### src/rtl/ow_link_pkg.sv
package ow_link_pkg;
  typedef enum logic [1:0] {
    EVT_BIT   = 2'b00,
    EVT_RESET = 2'b01,
    EVT_PRES  = 2'b10
  } evt_code_e;

  typedef enum logic [2:0] {
    ST_IDLE,
    ST_SLOT,
    ST_HOLD,
    ST_PRES,
    ST_WAIT_HI
  } slot_st_e;
endpackage

### src/rtl/ow_edge_det.sv
module ow_edge_det (
  input  logic clk_i,
  input  logic rst_ni,
  input  logic line_i,
  output logic fall_o,
  output logic rise_o
);
  logic line_q;

  always_ff @(posedge clk_i or negedge rst_ni) begin
    if (!rst_ni) line_q <= 1'b1;
    else         line_q <= line_i;
  end

  assign fall_o = line_q & ~line_i;
  assign rise_o = ~line_q & line_i;
endmodule

### src/rtl/ow_slot_timer.sv
module ow_slot_timer #(
  parameter int CNT_W = 10
) (
  input  logic             clk_i,
  input  logic             rst_ni,
  input  logic             clr_i,
  output logic [CNT_W-1:0] cnt_o
);
  localparam logic [CNT_W-1:0] CNT_MAX = {CNT_W{1'b1}};
  localparam logic [CNT_W-1:0] CNT_ONE = CNT_W'(1);

  logic [CNT_W-1:0] cnt_q;

  always_ff @(posedge clk_i or negedge rst_ni) begin
    if (!rst_ni)               cnt_q <= '0;
    else if (clr_i)            cnt_q <= CNT_ONE;
    else if (cnt_q != CNT_MAX) cnt_q <= cnt_q + CNT_ONE;
  end

  assign cnt_o = cnt_q;

  // long low pulses must not wrap below the reset threshold
  p_cnt_sat_r9: assert property (@(posedge clk_i) disable iff (!rst_ni)
    (cnt_q == CNT_MAX && !clr_i) |=> (cnt_q == CNT_MAX));
endmodule

### src/rtl/ow_thr_sel.sv
module ow_thr_sel #(
  parameter int CNT_W      = 10,
  parameter int STD_BIT_T  = 15,
  parameter int STD_PRES_T = 70,
  parameter int STD_RST_T  = 480,
  parameter int OD_BIT_T   = 2,
  parameter int OD_PRES_T  = 8,
  parameter int OD_RST_T   = 48,
  parameter bit HAS_OD     = 1'b1
) (
  input  logic             spd_i,
  output logic [CNT_W-1:0] bit_o,
  output logic [CNT_W-1:0] pres_o,
  output logic [CNT_W-1:0] rst_o
);
  localparam logic [CNT_W-1:0] S_BIT  = CNT_W'(STD_BIT_T);
  localparam logic [CNT_W-1:0] S_PRES = CNT_W'(STD_PRES_T);
  localparam logic [CNT_W-1:0] S_RST  = CNT_W'(STD_RST_T);
  localparam logic [CNT_W-1:0] O_BIT  = CNT_W'(OD_BIT_T);
  localparam logic [CNT_W-1:0] O_PRES = CNT_W'(OD_PRES_T);
  localparam logic [CNT_W-1:0] O_RST  = CNT_W'(OD_RST_T);

  generate
    if (HAS_OD) begin : g_two_speed
      assign bit_o  = spd_i ? O_BIT  : S_BIT;
      assign pres_o = spd_i ? O_PRES : S_PRES;
      assign rst_o  = spd_i ? O_RST  : S_RST;
    end else begin : g_std_only
      assign bit_o  = S_BIT;
      assign pres_o = S_PRES;
      assign rst_o  = S_RST;
    end
  endgenerate
endmodule

### src/rtl/ow_link_sampler.sv
module ow_link_sampler
  import ow_link_pkg::*;
#(
  parameter int CNT_W      = 10,
  parameter int STD_BIT_T  = 15,
  parameter int STD_PRES_T = 70,
  parameter int STD_RST_T  = 480,
  parameter int OD_BIT_T   = 2,
  parameter int OD_PRES_T  = 8,
  parameter int OD_RST_T   = 48,
  parameter bit HAS_OD     = 1'b1
) (
  input  logic       clk_i,
  input  logic       rst_ni,
  input  logic       line_i,
  input  logic       od_en_i,
  output logic       evt_valid_o,
  output logic [1:0] evt_code_o,
  output logic       evt_bit_o,
  output logic       timing_err_o
);
  logic             fall, rise, clr, load_spd, spd_q;
  logic [CNT_W-1:0] cnt_q, bit_thr, pres_thr, rst_thr;
  slot_st_e         st_q, st_d;
  logic             ev_v, ev_b, err_d;
  evt_code_e        ev_c;
  logic             evt_valid_q, evt_bit_q, err_q;
  evt_code_e        evt_code_q;

  ow_edge_det u_edge (
    .clk_i  (clk_i),
    .rst_ni (rst_ni),
    .line_i (line_i),
    .fall_o (fall),
    .rise_o (rise)
  );

  ow_slot_timer #(.CNT_W(CNT_W)) u_timer (
    .clk_i  (clk_i),
    .rst_ni (rst_ni),
    .clr_i  (clr),
    .cnt_o  (cnt_q)
  );

  ow_thr_sel #(
    .CNT_W(CNT_W), .STD_BIT_T(STD_BIT_T), .STD_PRES_T(STD_PRES_T),
    .STD_RST_T(STD_RST_T), .OD_BIT_T(OD_BIT_T), .OD_PRES_T(OD_PRES_T),
    .OD_RST_T(OD_RST_T), .HAS_OD(HAS_OD)
  ) u_thr (
    .spd_i  (spd_q),
    .bit_o  (bit_thr),
    .pres_o (pres_thr),
    .rst_o  (rst_thr)
  );

  always_comb begin
    st_d     = st_q;
    clr      = 1'b0;
    load_spd = 1'b0;
    ev_v     = 1'b0;
    ev_c     = EVT_BIT;
    ev_b     = 1'b0;
    err_d    = 1'b0;
    case (st_q)
      ST_IDLE: if (fall) begin
        st_d = ST_SLOT; clr = 1'b1; load_spd = 1'b1;
      end
      ST_SLOT: begin
        if (fall) begin
          // fall wins over a coincident bit sample: slot still open
          err_d = 1'b1; clr = 1'b1; load_spd = 1'b1;
        end else if (cnt_q == bit_thr) begin
          if (line_i) begin
            ev_v = 1'b1; ev_b = 1'b1; st_d = ST_IDLE;
          end else begin
            st_d = ST_HOLD;
          end
        end
      end
      ST_HOLD: if (rise) begin
        ev_v = 1'b1;
        if (cnt_q >= rst_thr) begin
          ev_c = EVT_RESET; st_d = ST_PRES; clr = 1'b1;
        end else begin
          st_d = ST_IDLE;
        end
      end
      ST_PRES: if (cnt_q == pres_thr) begin
        if (!line_i) begin
          ev_v = 1'b1; ev_c = EVT_PRES; st_d = ST_WAIT_HI;
        end else begin
          st_d = ST_IDLE;
        end
      end
      ST_WAIT_HI: if (line_i) st_d = ST_IDLE;
      default: st_d = ST_IDLE;
    endcase
  end

  always_ff @(posedge clk_i or negedge rst_ni) begin
    if (!rst_ni) begin
      st_q        <= ST_IDLE;
      spd_q       <= 1'b0;
      evt_valid_q <= 1'b0;
      evt_code_q  <= EVT_BIT;
      evt_bit_q   <= 1'b0;
      err_q       <= 1'b0;
    end else begin
      st_q        <= st_d;
      if (load_spd) spd_q <= od_en_i;
      evt_valid_q <= ev_v;
      evt_code_q  <= ev_c;
      evt_bit_q   <= ev_b;
      err_q       <= err_d;
    end
  end

  assign evt_valid_o  = evt_valid_q;
  assign evt_code_o   = evt_code_q;
  assign evt_bit_o    = evt_bit_q;
  assign timing_err_o = err_q;

  // a one bit needs a high line at the sample edge
  p_bit1_high_r2: assert property (@(posedge clk_i) disable iff (!rst_ni)
    (evt_valid_o && evt_code_o == EVT_BIT && evt_bit_o) |-> $past(line_i));
  // a zero bit closes on a low-to-high transition
  p_bit0_rise_r3: assert property (@(posedge clk_i) disable iff (!rst_ni)
    (evt_valid_o && evt_code_o == EVT_BIT && !evt_bit_o) |-> ($past(line_i) && !$past(line_i, 2)));
  // a reset closes on a low-to-high transition
  p_reset_rise_r4: assert property (@(posedge clk_i) disable iff (!rst_ni)
    (evt_valid_o && evt_code_o == EVT_RESET) |-> ($past(line_i) && !$past(line_i, 2)));
  // presence needs a low line at the sample edge
  p_pres_low_r5: assert property (@(posedge clk_i) disable iff (!rst_ni)
    (evt_valid_o && evt_code_o == EVT_PRES) |-> !$past(line_i));
  // captured speed moves only on a slot-opening falling edge
  p_spd_at_fall_r6: assert property (@(posedge clk_i) disable iff (!rst_ni)
    !fall |=> $stable(spd_q));
  // an error flag is always caused by a falling edge
  p_err_fall_r7: assert property (@(posedge clk_i) disable iff (!rst_ni)
    timing_err_o |-> (!$past(line_i) && $past(line_i, 2)));
  // only bit events carry a value
  p_val_bits_only_r8: assert property (@(posedge clk_i) disable iff (!rst_ni)
    (evt_valid_o && evt_code_o != EVT_BIT) |-> !evt_bit_o);
endmodule

### config.mk
export PLATFORM = sky130hd
export DESIGN_NAME = ow_link_sampler
export DESIGN_NICKNAME = d
export VERILOG_FILES = /design/src/rtl/ow_link_pkg.sv /design/src/rtl/ow_edge_det.sv /design/src/rtl/ow_slot_timer.sv /design/src/rtl/ow_thr_sel.sv /design/src/rtl/ow_link_sampler.sv
export SDC_FILE = /design/constraint.sdc
export NUM_CORES = 1
export LEC_CHECK = 0
export ABC_AREA = 1
export BUFFER_PORTS_ARGS = -buffer_cell sky130_fd_sc_hd__buf_2
export CAP_MARGIN = 10
export CORE_MARGIN = 2
export CORE_UTILIZATION = 59
export CTS_CLUSTER_SIZE = 25
export DETAILED_ROUTE_END_ITERATION = 16
export GPL_ROUTABILITY_DRIVEN = 0
export PLACE_DENSITY = 0.78
export SETUP_SLACK_MARGIN = 0.15
export SLEW_MARGIN = 40
export SYNTH_ARGS = -nofsm -noshare
export SYNTH_HDL_FRONTEND = slang
export SYNTH_SLANG_ARGS = --single-unit
export TNS_END_PERCENT = 10
### constraint.sdc
create_clock -name clk_i -period 1.82 [get_ports clk_i]
set_input_delay 0.091 -clock clk_i [delete_from_list [all_inputs] [get_ports clk_i]]
set_output_delay 0.091 -clock clk_i [all_outputs]
set_load 0.02 [all_outputs]
==> impl_metrics.yaml <==
clocking:
  clockBufferDepth: 2
  cts.htree.levels: 1
  cts_root_buffer: "sky130_fd_sc_hd__clkbuf_4"
  cts-buffers-inserted: 3
  tritoncts: "yes"
  clkSlewWorstSetupHoldPaths_ns: 0.12
  tritoncts_sinks: 20
  worst_skew_pair_latency_ns: 0.31
worst_setup_path:
  worst_path_cell_chain: "ha_1, nand2_1, nor2_1, nand4_1, nand3_2, nand2_2, nand2_4, nor2_1"
  path_delay_family: "simple AND/OR/NAND/NOR gates"
  worstPathMaxFanout: 9
  timing.critical_path.mode_cell: "sky130_fd_sc_hd__nor2_1"
  critical_path_start_end_classification: "flip-flop to flip-flop"
  critPathLaunchType: "flip-flop"
  critPathSlowestCell: "sky130_fd_sc_hd__dfrtp_2"
  endpoint_class_of_the_critical_path: "flip-flop"
  cp_data_arrival_time_ns: 1.78
  cp_slowest_stage_delay_ns: 0.47
  cp.required_ns: 2.03
  buffers_plus_inverters_on_the_worst_setup_path: 0
floorplanning:
  die_height_um: 51.8
  io-pin-count: 9
  core_area_mm2: 0.00219
  num_rows: 17
  die_area_mm2: 0.00269
  die_width_um: 51.8
  initial_cell_density_of_the_core: 0.616
power:
  static-leakage-power_nw: 0.845
  pwr_density_cell_mw_per_mm2: 1220
  max_ir_drop_vdd_v: 0.000814
layout:
  fraction_of_layout_cells_with_a_size_suffix_above_1: 0.212
  num-fill-cells: 178
  antenna_diode_count: 0
  stdcell_area_mm2: 0.00149
  finalNetCount: 204
  flow.area_growth_from_synthesis_pct: 10.3
logic_synthesis:
  seq_area_frac_synth: 0.372
  most_instantiated_cells_after_synthesis: "sky130_fd_sc_hd__nand2_1, sky130_fd_sc_hd__inv_1, sky130_fd_sc_hd__nor2_1"
  yosys.area.top_type_share: 0.352
  share_of_synthesized_flip_flops_with_an_asynchronous_set_or_reset: 1.00
  netlist.top_cell.by_area: "sky130_fd_sc_hd__dfrtp_1"
  synth-edff-count: 0
  synthesis.instances: 178
  yosys.cell_types.count: 27
  synth_fp_nets: 188
  yosys_register_bits: 20
  netlist_top_cells_area: "sky130_fd_sc_hd__dfrtp_1, sky130_fd_sc_hd__nand2_1, sky130_fd_sc_hd__inv_1"
  post_synth.cell_area_avg_um2: 7.58
  synthMostInstantiatedCell: "sky130_fd_sc_hd__nand2_1"
  ys.flop_type: "sky130_fd_sc_hd__dfrtp_1"
  synth.cell_area_mm2: 0.00135
  yosysWarnings: 0
timing:
  setup_total_negative_slack_ns: 0
  finalClockSkew_ns: 0.00213
  final_hold_viol_count: 0
  worst_slack_ns: 0.245
  worst-slew-pin-transition_ns: 0.459
  max-slew-margin-rel: 0.694
  setup_repair_after_global_routing_missed_its_margin: "yes"
  final-max-slew-violation-count: 0
  setup_violations: 0
  clock.fmax_ghz: 0.635
  finalHoldWorstSlack_ns: 0.0423
  min_period_over_period: 0.865
  post-route-min-period_ns: 1.58
grt:
  first_pass_grt_wire_length_mm: 4.60
  antenna_found_initial: 0
  gr-total-overflow: 0
  globalRouteTotalUtil: 0.233
  grt_start_max_net_pins: 21
  first_global_vias: 1037
detailed_routing:
  drt_first_iter_violations: 56
  wirelength_mm: 2.69
  firstDrtPassIters: 4
  route.detailed.drc: 0
  wire_per_inst_um: 12.2
  routed-via-count: 1161
  antenna_violating_nets_post_route: 0
  avgViaCountPerCell: 5.25
placed_design:
  post_dp_cell_area_mm2: 0.00142
  placement.setup.worst_slack_ns: 0.122
  dp_hpwl_mm: 2.08
  numPortBuffers: 8
job:
  max-cap-violations: 0
status:
  outcome: "finished clean"
min_path:
  holdCritPathClass: "primary input to flip-flop"
routing by layer:
metal	GRT usage	vias to the layer above	share of wire
li1	-	599	-
met1	0.323	536	0.50
met2	0.376	20	0.45
met3	0.0345	6	0.036
met4	0.0658	0	0.013
met5	0	-	0
through the flow:
step / total power [mW] / utilization / cells
floorplan: 1.35 / - / 178
global placement: 1.50 / 0.649 / 214
detailed placement: 1.53 / 0.649 / 214
CTS: 1.80 / 0.676 / 220
global route: 1.98 / 0.680 / 221
finish: 1.82 / 0.680 / 221
cells in the final DEF, fill, tap and decap left out:
master,count
sky130_fd_sc_hd__nand3_1,14
sky130_fd_sc_hd__nand3b_1,2
sky130_fd_sc_hd__nand3_2,2
sky130_fd_sc_hd__a21oi_1,3
sky130_fd_sc_hd__nor4_1,1
sky130_fd_sc_hd__nor2_8,1
sky130_fd_sc_hd__dfrtp_2,1
sky130_fd_sc_hd__o2111ai_1,1
sky130_fd_sc_hd__dlygate4sd3_1,2
sky130_fd_sc_hd__nand2_1,39
sky130_fd_sc_hd__xor2_1,1
sky130_fd_sc_hd__dfstp_2,1
sky130_fd_sc_hd__nor2_2,5
sky130_fd_sc_hd__nand4_1,6
sky130_fd_sc_hd__clkbuf_4,3
sky130_fd_sc_hd__inv_2,1
sky130_fd_sc_hd__inv_1,28
sky130_fd_sc_hd__ha_1,6
sky130_fd_sc_hd__o21ai_1,6
sky130_fd_sc_hd__nor2_1,23
sky130_fd_sc_hd__a21oi_2,3
sky130_fd_sc_hd__clkbuf_8,1
sky130_fd_sc_hd__nor2_4,2
sky130_fd_sc_hd__buf_2,8
sky130_fd_sc_hd__nand2_4,2
sky130_fd_sc_hd__nor3_2,2
sky130_fd_sc_hd__buf_4,2
sky130_fd_sc_hd__nand2_2,6
sky130_fd_sc_hd__o21bai_1,1
sky130_fd_sc_hd__nand3_4,1
sky130_fd_sc_hd__dfrtp_1,18
sky130_fd_sc_hd__or2_0,1
power by group:
part	leakage [nW]	total, mW	internal [mW]	switching [mW]
sequential	0.261	0.698	0.546	0.153
combinational	0.564	0.858	0.311	0.547
clock	0.0210	0.265	0.122	0.143
total	0.845	1.82	0.979	0.843
worst min-delay path: stages:
cell and delay [ns]:
sky130_fd_sc_hd__buf_2 0.08, sky130_fd_sc_hd__nor2_1 0.04, sky130_fd_sc_hd__a21oi_1 0.10
cells by family (layout without fill, tap and decap cells):
kind of cell | after synthesis | count (layout) | share of synthesized area
flip-flops | 20 | 20 | 0.372
buffers and inverters | 30 | 45 | 0.0890
XOR/XNOR | 1 | 1 | 0.00649
AND/OR/NAND/NOR | 107 | 107 | 0.412
adder cells (fa/ha/maj) | 6 | 6 | 0.0556
AO/OA/AOI/OAI | 14 | 14 | 0.0649
flip-flops by register name (all words and copies together), names as in the netlist:
name           flops
st_q               3
u_edge.line_q      1
evt_code_o         2
evt_valid_o        1
u_timer.cnt_o     10
evt_bit_o          1
spd_q              1
timing_err_o       1
timing repair:
action / 4_1_cts / 5_1_grt
resized for setup: 2 / 0
setup endpoints to repair: 9 / 11
setup buffers: 0 / 1
pin swaps: 0 / 0
hold buffers: 2 / 0
endpoints found under the hold margin: 20 / 0
worst paths after layout:
kind	startpoint	to	slack (ns)	depth (start not counted)
min	od_en_i	spd_q$_DFFE_PN0P_	0.04	3
min reg2reg	st_q[0]$_DFFE_PN0P_	st_q[0]$_DFFE_PN0P_	0.55	2
max in group asynchronous	rst_ni	u_edge.line_q$_DFF_PN1_	1.23	2
min in group asynchronous	rst_ni	evt_code_o[1]$_DFF_PN0_	0.25	2
max	spd_q$_DFFE_PN0P_	u_timer.cnt_o[4]$_DFFE_PN0P_	0.24	8
max reg2reg	spd_q$_DFFE_PN0P_	u_timer.cnt_o[4]$_DFFE_PN0P_	0.24	8
layout make-up:
type | count | area [µm²] | area share
Inverter | 29 | 109 | 0.0731
Sequential cell | 20 | 503 | 0.338
Timing Repair Buffer | 12 | 75.1 | 0.0504
Tap cell | 28 | 35.0 | 0.0235
Clock buffer | 4 | 36.3 | 0.0244
Multi-Input combinational cell | 128 | 731 | 0.491
Note: power is estimated with default switching activity, not from simulation.
